`src/rtl/pwr_cut_pkg.sv`:
```
// Package: register offsets, key value, pin-mode encoding and the mode
// register layout shared by the shutdown controller modules.
package pwr_cut_pkg;
    localparam int CNT_W = 4;                  // debounce count field width
    localparam logic [7:0] REG_CTRL = 8'h00;
    localparam logic [7:0] REG_MODE = 8'h04;
    localparam logic [7:0] REG_STAT = 8'h08;
    localparam logic [7:0] CUT_KEY  = 8'hA5;

    typedef enum logic [2:0] {
        PM_OFF  = 3'd0,
        PM_HIGH = 3'd1,
        PM_LOW  = 3'd2,
        PM_EDGE = 3'd3
    } pin_mode_e;

    typedef struct packed {
        logic             clk_en;
        logic             tmr_en;
        logic [CNT_W-1:0] dbn;
        logic [2:0]       pmode;
    } mode_cfg_t;

    localparam mode_cfg_t MODE_RST = '{clk_en: 1'b0, tmr_en: 1'b0,
                                       dbn: '0, pmode: 3'(PM_EDGE)};
endpackage

```
`src/rtl/pwr_pin_qual.sv`:
```
// Wake-pin qualifier. Raises pin_wake when the selected pin condition has
// held for (limit + 1) consecutive cycles while armed.
// Assumes: pin is already synchronous to clk; ref_lvl is stable while armed.
module pwr_pin_qual
    import pwr_cut_pkg::*;
#(
    parameter int W = CNT_W
) (
    input  logic         clk,
    input  logic         rst_n,
    input  logic         armed,
    input  logic [2:0]   pmode,
    input  logic [W-1:0] limit,
    input  logic         pin,
    input  logic         ref_lvl,
    output logic         pin_wake
);
    logic         cond;
    logic         hit;
    logic [W-1:0] run;

    // Decode the pin condition selected by the mode field.
    always_comb begin
        case (pmode)
            3'(PM_HIGH): cond = pin;
            3'(PM_LOW):  cond = ~pin;
            3'(PM_EDGE): cond = (pin != ref_lvl);
            default:     cond = 1'b0;
        endcase
    end

    assign hit      = armed & cond;
    assign pin_wake = hit & (run >= limit);

    // Count consecutive qualifying cycles; any break or a wake restarts it.
    always_ff @(posedge clk) begin
        if (!rst_n)                run <= '0;
        else if (hit && !pin_wake) run <= run + 1'b1;
        else                       run <= '0;
    end

    // a nonzero run count implies the previous cycle qualified.
    a_r6_run_needs_hit: assert property (@(posedge clk) disable iff (!rst_n)
        (run != '0) |-> $past(hit));
endmodule

```
`src/rtl/pwr_cut_core.sv`:
```
// Shutdown state and wake status. It enters shutdown on start and leaves on
// any qualified wake, and it records the wake sources of that edge.
// Assumes: start and clr_stat are single-cycle strobes from the register decode.
module pwr_cut_core (
    input  logic       clk,
    input  logic       rst_n,
    input  logic       start,
    input  logic       pin_wake,
    input  logic       tmr_evt,
    input  logic       clk_evt,
    input  logic       tmr_en,
    input  logic       clk_en,
    input  logic       clr_stat,
    output logic       down,
    output logic [2:0] stat
);
    logic [2:0] ev;
    logic       wake_any;

    assign ev       = down ? {clk_en & clk_evt, tmr_en & tmr_evt, pin_wake} : 3'b000;
    assign wake_any = |ev;

    // Shutdown state: wake has priority while down; start only acts while running.
    always_ff @(posedge clk) begin
        if (!rst_n)                 down <= 1'b0;
        else if (down && wake_any)  down <= 1'b0;
        else if (!down && start)    down <= 1'b1;
    end

    // Status: clear on read, then merge the wake events of this edge.
    always_ff @(posedge clk) begin
        if (!rst_n) stat <= '0;
        else        stat <= (clr_stat ? 3'b000 : stat) | ev;
    end

    // an accepted request while running leads to shutdown next cycle.
    a_r2_start_enters: assert property (@(posedge clk) disable iff (!rst_n)
        (!down && start) |=> down);
    // a qualified wake while down returns the block to running.
    a_r8_wake_releases: assert property (@(posedge clk) disable iff (!rst_n)
        (down && wake_any) |=> !down);
    // no new status bit appears from a cycle spent running.
    a_r9_no_stat_when_up: assert property (@(posedge clk) disable iff (!rst_n)
        !down |=> ((stat & ~$past(stat)) == 3'b000));
endmodule

```
`src/rtl/pwr_cut_ctrl.sv`:
```
// Top of the keyed shutdown controller. Decodes the register bus, holds the
// mode register and the pin reference level, and drives the read mux.
// Assumes: bus_wr and bus_rd are never high together; all inputs synchronous.
module pwr_cut_ctrl
    import pwr_cut_pkg::*;
#(
    parameter int ADDR_W = 8
) (
    input  logic              clk,
    input  logic              rst_n,
    input  logic              bus_wr,
    input  logic              bus_rd,
    input  logic [ADDR_W-1:0] bus_addr,
    input  logic [31:0]       bus_wdata,
    output logic [31:0]       bus_rdata,
    input  logic              wake_pin,
    input  logic              rtt_evt,
    input  logic              rtc_evt,
    output logic              shdn_out
);
    localparam logic [ADDR_W-1:0] A_CTRL = ADDR_W'(REG_CTRL);
    localparam logic [ADDR_W-1:0] A_MODE = ADDR_W'(REG_MODE);
    localparam logic [ADDR_W-1:0] A_STAT = ADDR_W'(REG_STAT);

    mode_cfg_t  mode_q;
    logic       ref_q;
    logic       wr_ctrl;
    logic       key_ok;
    logic       start;
    logic       clr_stat;
    logic       down;
    logic       pin_wake;
    logic [2:0] stat;

    assign wr_ctrl  = bus_wr & (bus_addr == A_CTRL);
    assign key_ok   = (bus_wdata[31:24] == CUT_KEY) & bus_wdata[0];
    assign start    = wr_ctrl & key_ok;
    assign clr_stat = bus_rd & (bus_addr == A_STAT);
    assign shdn_out = down;

    // Mode register: written at any time, takes effect next cycle.
    always_ff @(posedge clk) begin
        if (!rst_n)
            mode_q <= MODE_RST;
        else if (bus_wr && bus_addr == A_MODE)
            mode_q <= '{clk_en: bus_wdata[17], tmr_en: bus_wdata[16],
                        dbn: bus_wdata[7:4], pmode: bus_wdata[2:0]};
    end

    // Pin reference: level seen when a request is accepted.
    always_ff @(posedge clk) begin
        if (!rst_n)              ref_q <= 1'b0;
        else if (start && !down) ref_q <= wake_pin;
    end

    // Read mux: control reads zero, unused bits and offsets read zero.
    always_comb begin
        bus_rdata = '0;
        if (bus_rd) begin
            if (bus_addr == A_MODE)
                bus_rdata = {14'b0, mode_q.clk_en, mode_q.tmr_en, 8'b0,
                             mode_q.dbn, 1'b0, mode_q.pmode};
            else if (bus_addr == A_STAT)
                bus_rdata = {14'b0, stat[2], stat[1], 15'b0, stat[0]};
        end
    end

    pwr_pin_qual #(.W(CNT_W)) u_pin (
        .clk      (clk),
        .rst_n    (rst_n),
        .armed    (down),
        .pmode    (mode_q.pmode),
        .limit    (mode_q.dbn),
        .pin      (wake_pin),
        .ref_lvl  (ref_q),
        .pin_wake (pin_wake)
    );

    pwr_cut_core u_core (
        .clk      (clk),
        .rst_n    (rst_n),
        .start    (start),
        .pin_wake (pin_wake),
        .tmr_evt  (rtt_evt),
        .clk_evt  (rtc_evt),
        .tmr_en   (mode_q.tmr_en),
        .clk_en   (mode_q.clk_en),
        .clr_stat (clr_stat),
        .down     (down),
        .stat     (stat)
    );

    // a control write with a bad key or bit 0 clear leaves the block running.
    a_r3_bad_key_ignored: assert property (@(posedge clk) disable iff (!rst_n)
        (!shdn_out && wr_ctrl && !key_ok) |=> !shdn_out);
    // a keyed write during shutdown with no wake leaves shutdown in force.
    a_r11_rekey_no_effect: assert property (@(posedge clk) disable iff (!rst_n)
        (shdn_out && start && !pin_wake && !rtt_evt && !rtc_evt) |=> shdn_out);
endmodule

```
`config.mk`:
```
export PLATFORM = sky130hd
export DESIGN_NAME = pwr_cut_ctrl
export DESIGN_NICKNAME = d
export VERILOG_FILES = /design/src/rtl/pwr_cut_pkg.sv /design/src/rtl/pwr_pin_qual.sv /design/src/rtl/pwr_cut_core.sv /design/src/rtl/pwr_cut_ctrl.sv
export SDC_FILE = /design/constraint.sdc
export NUM_CORES = 1
export LEC_CHECK = 0
export ABC_AREA = 1
export BUFFER_PORTS_ARGS = -buffer_cell sky130_fd_sc_hd__buf_2
export CORE_ASPECT_RATIO = 0.7
export CORE_MARGIN = 5
export CORE_UTILIZATION = 43
export DETAILED_ROUTE_END_ITERATION = 10
export GPL_ROUTABILITY_DRIVEN = 0
export HOLD_SLACK_MARGIN = 0.03
export PLACE_DENSITY = 0.82
export SLEW_MARGIN = 20
export SYNTH_ARGS = -nofsm -noshare
export SYNTH_HDL_FRONTEND = slang
export SYNTH_HIERARCHICAL = 1
export SYNTH_SLANG_ARGS = --single-unit
```
`constraint.sdc`:
```
create_clock -name clk -period 1.6 [get_ports clk]
set_input_delay 0.16 -clock clk [delete_from_list [all_inputs] [get_ports clk]]
set_output_delay 0.16 -clock clk [all_outputs]
set_load 0.05 [all_outputs]
```
==> Word level (Yosys, flattened, before mapping) <==
Cells that the tools add are included.
{ "word_totals": {"out_inout_bits": 33, "reg_bits": 18} }
{ "op_classes": {"n_lt_le_gt_ge": 1, "muxes": 6, "n_reduce_logical": 10, "n_bitwise": 11, "n_eq_ne": 7, "add_sub_neg": 1} }
{ "op_table": {"columns": ["op", "count"], "rows": [
  ["18-bit 2-to-1 mux", 3],
  ["1-bit AND", 8],
  ["8-bit by 3-bit == test with 1-bit output, second input constant", 1],
  ["8-bit by 4-bit == test with 1-bit output, second input constant", 1],
  ["8-bit == test, second input constant", 1],
  ["8-bit logical NOT", 1],
  ["3-bit by 2-bit == test with 1-bit output, second input constant", 2],
  ["3-bit 2-to-1 mux", 2],
  ["4-bit by 1-bit adder with 4-bit output, second input constant", 1],
  ["4-bit >= comparator", 1],
  ["1-bit logical AND", 4],
  ["3-bit by 1-bit == test with 1-bit output, second input constant", 1],
  ["3-bit OR", 1],
  ["1-bit case mux with 3 select lines", 1],
  ["3-bit OR reduction", 1],
  ["1-bit logical NOT", 2],
  ["1-bit inverter", 2],
  ["2-bit AND reduction", 1],
  ["2-bit OR reduction", 1],
  ["1-bit != test", 1]
]} }

==> Depth between registers and ports, before layout <==
Gate-level depths: netlist of run 1.
{ "depth": {"ltp_word": 8, "depth_mapped": 12} }

==> By module <==
Netlist of run 1, hierarchy kept.
{ "modules_own_cells": {"columns": ["module", "cells_per_inst", "area_per_inst_um2", "n_inst"], "rows": [
  ["pwr_cut_ctrl", 121, 832.0, 1],
  ["pwr_pin_qual", 43, 312.8, 1],
  ["pwr_cut_core", 18, 141.4, 1]
]} }

==> Worst setup path after synthesis of run 1 <==
Ideal clock, no wire load.
{ "synth_path": {"path_kind": "input-to-output", "start": "input port bus_addr[3]", "end": "output port bus_rdata[2]", "path_slack_ns": -0.320, "arrival_ns": 1.760, "path_stages": 5, "path_cell_list": "inv_1 -> nand3_2 -> nor2_4 -> inv_1 -> nor3_1"} }
{ "synth_via": {"elab_chain_len": 3} }
{ "synth_rtl": {"columns": ["item", "line", "source"], "rows": [
  ["start: declaration", "pwr_cut_ctrl.sv:13", "input logic [ADDR_W-1:0] bus_addr,"],
  ["8-bit by 3-bit == test with 1-bit output", "pwr_cut_ctrl.sv:60", "if (bus_addr == A_MODE)"],
  ["18-bit 2-to-1 mux", "pwr_cut_ctrl.sv:60", null],
  ["18-bit 2-to-1 mux", "pwr_cut_ctrl.sv:59", "if (bus_rd) begin"],
  ["end: declaration", "pwr_cut_ctrl.sv:15", "output logic [31:0] bus_rdata,"]
]} }
No other way between the ends.

==> Worst setup path after layout of run 1 <==
{ "layout_path": {"start": "input port bus_addr[1]", "end": "output port bus_rdata[16]"} }
{ "layout_via": {"elab_chain_len": 4, "word_cells_on_any_way": 5, "classes_between": "eq/ne: 2; mux: 3"} }
{ "layout_rtl": {"columns": ["item", "line", "source"], "rows": [
  ["8-bit by 4-bit == test with 1-bit output", "pwr_cut_ctrl.sv:63", "else if (bus_addr == A_STAT)"],
  ["18-bit 2-to-1 mux", "pwr_cut_ctrl.sv:63", null],
  ["18-bit 2-to-1 mux (*)", "pwr_cut_ctrl.sv:60", null],
  ["18-bit 2-to-1 mux (*)", "pwr_cut_ctrl.sv:59", null]
]} }
Mark *: on every way between the ends. The rest lies on a longest branch, timed or not.

==> implementation parameters, run 1 <==
Parameter                              Value

Hold path
  Hold depth ... 3
  Launch point of the worst hold path ... bus_wdata[16]
  Worst min-delay path endpoint ... mode_q[7]$_SDFFE_PN0P_
  Tightest Hold Check Type ... in -> reg

Floorplan
  Die Y ... ~56 um
  Die Area ... ~4200 um2
  Number of top-level pins ... 80
  Row cnt ... 16
  Core region area ... around 2800 um2
  Initial Utilization ... 45.57%
  Width of the die ... 75.37 um

Setup path
  Chain of cells forming the critical path ... buf_2, nor2_2, nand2_1, nor4_4, nand2_1, nand2_1, buf_2
  Depth of the worst register-to-register path ... 9
  Kind of launch point of the worst setup path ... input port
  Capturing element type of the critical path ... output pin
  Slowest cell on the critical path ... nor4_4
  RR Endpoint ... u_core/down$_SDFFE_PP0P_
  CP max stage delay ... roughly 330 ps
  Kind of critical path ... in -> out
  Worst r2r src ... u_pin/run[0]$_SDFF_PN0_
  Most prevalent standard cell on the critical path ... nand2_1
  Data arrival time at the worst-slack endpoint ... around 1300 ps
  Minimum setup slack among reg-to-reg paths ... 190 ps
  Crit path required time ... around 1400 ps
  Peak fanout along the critical path ... 4

Power and ir drop
  Proportion of power drawn by combinational gates ... about a fifth
  Leakage power summed over all cells ... 0.7761 nW
  Power after layout ... about 0.0010 W
  Psw ... 0.0003141 W
  Maximum vdd ir drop ... 393.0 uV
  Reg power frac ... between 40% and 50%
  Internal portion of total power ... just over 0.0007 W
  Net switching share of the total power ... 30.78%
  Pwr dens ... between 600 and 700 nW/um2
  Portion of total power attributed to the clock network ... ~36%

Timing
  Hold violation total from the final report ... 0
  Crit share post-route ... between 90% and 100%
  Setup repair after global routing missed its margin ... no
  Time the final worst path needs with I/O delays and setup ... 1441 ps
  Max-slew violation count ... 0
  Sum of negative setup slack ... 0 ps
  Largest clock skew in the final design ... ~1.1 ps
  Maximum frequency from static timing analysis ... slightly below 700 MHz
  Finish-stage setup viols ... 0

Yosys
  Post-synth top flop ... dfxtp_1
  Commonest cells in the netlist ... nand2_1, inv_1, buf_4
  Synthesized area per cell ... ~7.1 um2
  Cell with the most instances after synthesis ... nand2_1
  Simple logic cell fraction of the synthesized area ... between 30% and 40%
  Fraction of the mapped netlist area in adder cells ... under 10%
  Post-Syn Area ... approximately 1300 um2
  Number of enable-type register cells in the synthesized netlist ... 0
  Top cell type's share of synthesized area ... 28.02%
  Dominant combinational cell family by area after synthesis ... simple AND/OR/NAND/NOR gates
  Sequential fraction of the synthesis area ... between 20 and 30%
  Area contributors post-synth ... dfxtp_1, buf_4, nand2_1
  Instance count of the mapped netlist ... about 180
  Fraction of the mapped netlist area in compound gates ... 9.436%
  Total number of yosys warnings ... 6
  Flops & latches, synth ... 18
  Mux cell area share after synthesis ... 0%
  Most area-hungry cell type in the Yosys netlist ... dfxtp_1
  Post-synth ARST share ... 0%
  Xor/xnor cell area share of the yosys netlist ... 1.362%
  Synth cell types ... 27

Cells and area
  Fin nets ... 279
  Antenna cell count ... 0
  Synthesis-to-layout area growth ... 16.15%
  Fillers ... ~280
  Final design area excluding fillers ... 1494 um2
  Fraction of layout cells with a size suffix above 1 ... between 20% and 30%

Clock network
  Number of buffers inserted to repair setup after CTS ... 0
  Skew-Pair Late Insertion Delay ... ~250 ps
  Total of hold buffers inserted after clock tree synthesis ... 0
  Number of sinks handled by clock tree synthesis ... 18
  CTS H-tree depth ... 1
  Cell at the root of the clock tree ... clkbuf_8
  Number of buffers between clock root and the deepest sink ... 2
  Post-cts gate resize count ... 0
  Num CTS Buffers ... 3
  Clock-pin transition on the worst setup and hold timing paths ... approximately 70 ps
  TritonCTS clock tree ... built

Status
  Result of the run ... finished clean

GRT
  Global Route Usage Sum ... approximately an eighth
  Initial antenna violation count ... 0
  Overflow after GRT ... 0
  Maximum number of pins on one net before global-route repair ... 15
  Vias in the first global route ... roughly 1,000
  Wire length of the first global-routing pass ... between 4000 and 5000 um

Route
  DR DRC count ... 0
  Total wire length after detailed routing ... between 2000 and 3000 um
  Drt via density ... 4.454
  Routed WL per cell ... between 10 and 15 um
  DR iter-0 viols ... 65
  Detailed-route via count ... around 1,200
  Router iterations before antenna repair ... 4
  Count of antenna-violating nets left after detailed routing ... 0

Placed design
  Total placed instance area ... between 1000 and 1500 um2
  Quantity of I/O buffers inserted on ports ... ~40
  Sum of net half-perimeters after detailed placement ... around 2400 um

Run
  MaxCap Viol Count ... 0
per-stage QoR:
stage          std cells  utilization (%)  setup WS, ps  hold slack, ps
5_1_grt              262            52.93         16.31           153.9
6_report             262            52.93         159.1           141.8
3_3_place_gp         258            50.98         153.7           396.1
4_1_cts              262            52.93         172.6           137.0
2_1_floorplan        204                -        -319.9           294.5
3_5_place_dp         258            50.98         177.3           403.8
kinds of logic after synthesis:
| family | Yosys count |
|---|---|
| flops | 18 |
| fa+ha+maj | 5 |
| other cells | 1 |
| buf+inv | 54 |
| xor+xnor | 2 |
| compound gates | 20 |
| simple gates | 82 |
sequential cells by signal (all words and copies together), names as in the netlist:
| name | count |
|---|---|
| u_core/down | 1 |
| mode_q | 9 |
| ref_q | 1 |
| u_core/stat | 3 |
| u_pin/run | 4 |
layout make-up:
type                            count  area (um2)  area share (%)
Clock buffer                        4       55.05           3.685
Inverter                           29       108.9           7.286
Multi-Input combinational cell    132       704.4           47.15
Sequential cell                    18       360.3           24.12
Tap cell                           36       45.04           3.015
Timing Repair Buffer               43       220.2           14.74
power by group through the flow:
stage	clock network (W)	logic (W)	registers, W
final	0.000365	0.000206	0.000449
after detailed placement	0	0.000205	0.000459
after global routing	0.000400	0.000221	0.000448
after global placement	0	0.000203	0.000459
after floorplan	0	0.000199	0.000459
after CTS	0.000378	0.000205	0.000449
layout by cell type, fill, tap and decap left out, types with 2 or more instances in the layout:
cell type / n
o21ai_2: 3
nand4_1: 4
nor2_2: 3
buf_2: 41
buf_4: 2
clkbuf_8: 4
o21ai_0: 5
nor2_1: 14
nand3_1: 11
and3_1: 2
conb_1: 23
a21oi_2: 2
a21oi_1: 9
nand2_1: 30
nor3_1: 10
nand3_2: 2
dfxtp_1: 18
inv_1: 29
ha_1: 5
metal layers:
metal / global-route usage, % / vias to the layer above / routed length (um) / share of wire [%]
met4: 0.7481 / 0 / 0 / 0
met1: 19.05 / 504 / 1376 / 50
met5: 0 / - / 0 / 0
met2: 19.68 / 39 / 1177 / 43
li1: - / 624 / - / -
met3: 4.693 / 0 / 214 / 7.7
critical path: cells and delay by family:
kind	cells	cell delay [ps]
buffers and inverters	2	350
and+or+nand+nor	5	770
worst max-delay path by stage:
stage	startpoint	end	slack (ps)	depth (start not counted)
after CTS	bus_addr[7]	bus_rdata[5]	170	7
final	bus_addr[1]	bus_rdata[16]	160	7
after global routing	u_pin/run[0]$_SDFF_PN0_	u_core/down$_SDFFE_PP0P_	20	9
after floorplan	bus_addr[3]	bus_rdata[2]	-320	5
after global placement	bus_addr[1]	bus_rdata[16]	150	7
after detailed placement	bus_addr[1]	bus_rdata[16]	180	7
No activity file was read; power rests on OpenSTA's default activity.
==> run 2, diff against run 1 <==
==> constraint.sdc (replaced) <==
create_clock -name clk -period 1.5 [get_ports clk]
set_input_delay 0.15 -clock clk [delete_from_list [all_inputs] [get_ports clk]]
set_output_delay 0.15 -clock clk [all_outputs]
set_load 0.05 [all_outputs]
==> run 2 against run 1 <==
  * Cell area increased by 4.0%
  * Clock skew increased by 1.1 ps
  * Die area unchanged
  * Global-route usage increased by 0.33 points
  * Setup slack got worse by 80 ps
  * Combinational power increased by 8%
  * Worst hold slack got worse by 13 ps
  * Critical endpoint is now bus_rdata[6]
  * Largest power group unchanged
==> implementation parameters, run 2 (synthesis gave the netlist of run 1 again) <==
Parameter                              Value

Status
  Result of the run ... finished clean

Setup path
  Peak fanout along the critical path ... 7
  Worst r2r src ... mode_q[4]$_SDFFE_PN0P_
  Minimum setup slack among reg-to-reg paths ... between 100 and 150 ps
  Kind of critical path ... in -> out
  Crit path required time ... about 1400 ps
  Kind of launch point of the worst setup path ... input port
  Launching instance or port of the critical path ... bus_addr[7]
  Data arrival time at the worst-slack endpoint ... roughly 1300 ps
  Capturing element type of the critical path ... output pin

Timing
  Largest clock skew in the final design ... 2.250 ps
  Time the final worst path needs with I/O delays and setup ... approximately 1400 ps
  Crit share post-route ... 94.75%
  Hold violation total from the final report ... 0
  Hold Worst Slack ... about 130 ps
  Finish-stage setup viols ... 0
  Max-slew violation count ... 0
  Maximum frequency from static timing analysis ... ~700 MHz
  Setup repair after global routing missed its margin ... yes

Placed design
  Sum of net half-perimeters after detailed placement ... 2380 um
  Quantity of I/O buffers inserted on ports ... between 40 and 50
  # placed instances ... 260

Cells and area
  Synthesis-to-layout area growth ... 20.82%
  Commonest non-fill, non-tap cell in the layout ... buf_2
  Combined area of the multi-input logic cells ... ~730 um2
  Fillers ... about 280
  Cell Count, Final, Fillers Out ... approximately 260
  Antenna cell count ... 0
  Sequential cell area ... about 370 um2
  Commonest cells after routing, fill and taps aside ... buf_2, inv_1, nand2_1
  Register containing the most flip-flops in the final layout ... mode_q
  Fraction of layout cells with a size suffix above 1 ... 32.02%
  Fin nets ... approximately 280
  Flip-flop count of the largest register, all copies and words added ... 9
  Largest registers ... mode_q x9, u_pin/run x4, u_core/stat x3

Floorplan
  Die Area ... ~4200 um2
  Core region area ... approximately 2800 um2
  Width of the die ... between 70 and 80 um
  Initial Utilization ... ~46%
  Number of top-level pins ... 80
  Row cnt ... 16
  Die Y ... around 56 um

Clock network
  Cell at the root of the clock tree ... clkbuf_8
  Skew-Pair Late Insertion Delay ... 250 ps
  Number of sinks handled by clock tree synthesis ... 18
  Clock-pin transition on the worst setup and hold timing paths ... 70 ps
  TritonCTS clock tree ... built
  CTS H-tree depth ... 1
  Total of hold buffers inserted after clock tree synthesis ... 0
  Number of buffers between clock root and the deepest sink ... 2
  Num CTS Buffers ... 3

Route
  DR iter-0 viols ... between 70 and 80
  Routed WL per cell ... roughly 11 um
  Router iterations before antenna repair ... 4
  DR DRC count ... 0
  Detailed-route via count ... roughly 1,200
  Drt via density ... between 4 and 5
  Count of antenna-violating nets left after detailed routing ... 0
  Total wire length after detailed routing ... around 2900 um

GRT
  Overflow after GRT ... 0
  Initial antenna violation count ... 0
  Wire length of the first global-routing pass ... 4547 um
  Vias in the first global route ... approximately 1,000
  Global Route Usage Sum ... between 10% and 20%
  Maximum number of pins on one net before global-route repair ... 15

Power and ir drop
  Power after layout ... 0.001090 W
  Maximum vdd ir drop ... around 330 uV
  Pwr dens ... between 700 and 800 nW/um2
  Leakage power summed over all cells ... between 0.7 and 0.8 nW

Hold path
  Launch point of the worst hold path ... bus_wdata[17]
  Tightest Hold Check Type ... in -> reg

Run
  MaxCap Viol Count ... 0
## run 2: changes by cell type in the layout (fill, tap and decap cells not counted), moves of 2 or more
cell | previous run | this run
buf_2 | 41 | 36
buf_4 | 2 | 7
dfxtp_1 | 18 | 14
dfxtp_2 | 0 | 4
clkbuf_4 | 0 | 2
## run 2: through the flow
step	worst slack, ps	util (%)	cell area (um2)	setup TNS (ps)
global placement	71.04	51.51	1454	0
floorplan	-399.9	-	1369	-2000
CTS	62.99	53.46	1509	0
global route	-26.24	55.05	1554	-88.71
finish	78.82	55.05	1554	0
detailed placement	72.85	51.51	1454	0
## run 2: cell type report
| type | count | share of cell area, % |
|---|---|---|
| Multi-Input combinational cell | 132 | 47.10 |
| Sequential cell | 18 | 23.51 |
| Timing Repair Buffer | 45 | 15.94 |
| Inverter | 29 | 7.005 |
| Clock buffer | 4 | 3.543 |
| Tap cell | 36 | 2.899 |
## run 2: critical path, stage by stage
cell      delay, ps
buf_2           100
nor2_2          100
nand2_2         120
nor2_4          190
inv_1           160
nor3_1          180
clkbuf_4        270
## run 2: where the power goes
group | switching, W | internal, W
Clock | 0.000156 | 0.000233
Combinational | 0.000178 | 0.0000438
Sequential | 0.000000465 | 0.000478
Total | 0.000335 | 0.000755
## run 2: final timing paths
kind | to | depth (start not counted)
max reg2reg | u_core/down$_SDFFE_PP0P_ | 11
max | bus_rdata[6] | 7
min reg2reg | u_pin/run[0]$_SDFF_PN0_ | 1
min | mode_q[8]$_SDFFE_PN0P_ | 3
## run 2: timing repair
action	in CTS	in global routing
endpoints found under the hold margin	0	0
endpoints found under the setup margin	0	9
resized for setup	0	17
buffers inserted	0	0
## run 2: metal layers
layer | GRT usage (%) | wire [um] | up-vias
li1 | - | - | 627
met1 | 19.05 | 1288 | 504
met2 | 19.68 | 1293 | 42
met3 | 5.776 | 318 | 0
met4 | 1.496 | 0 | 0
met5 | 0 | 0 | -
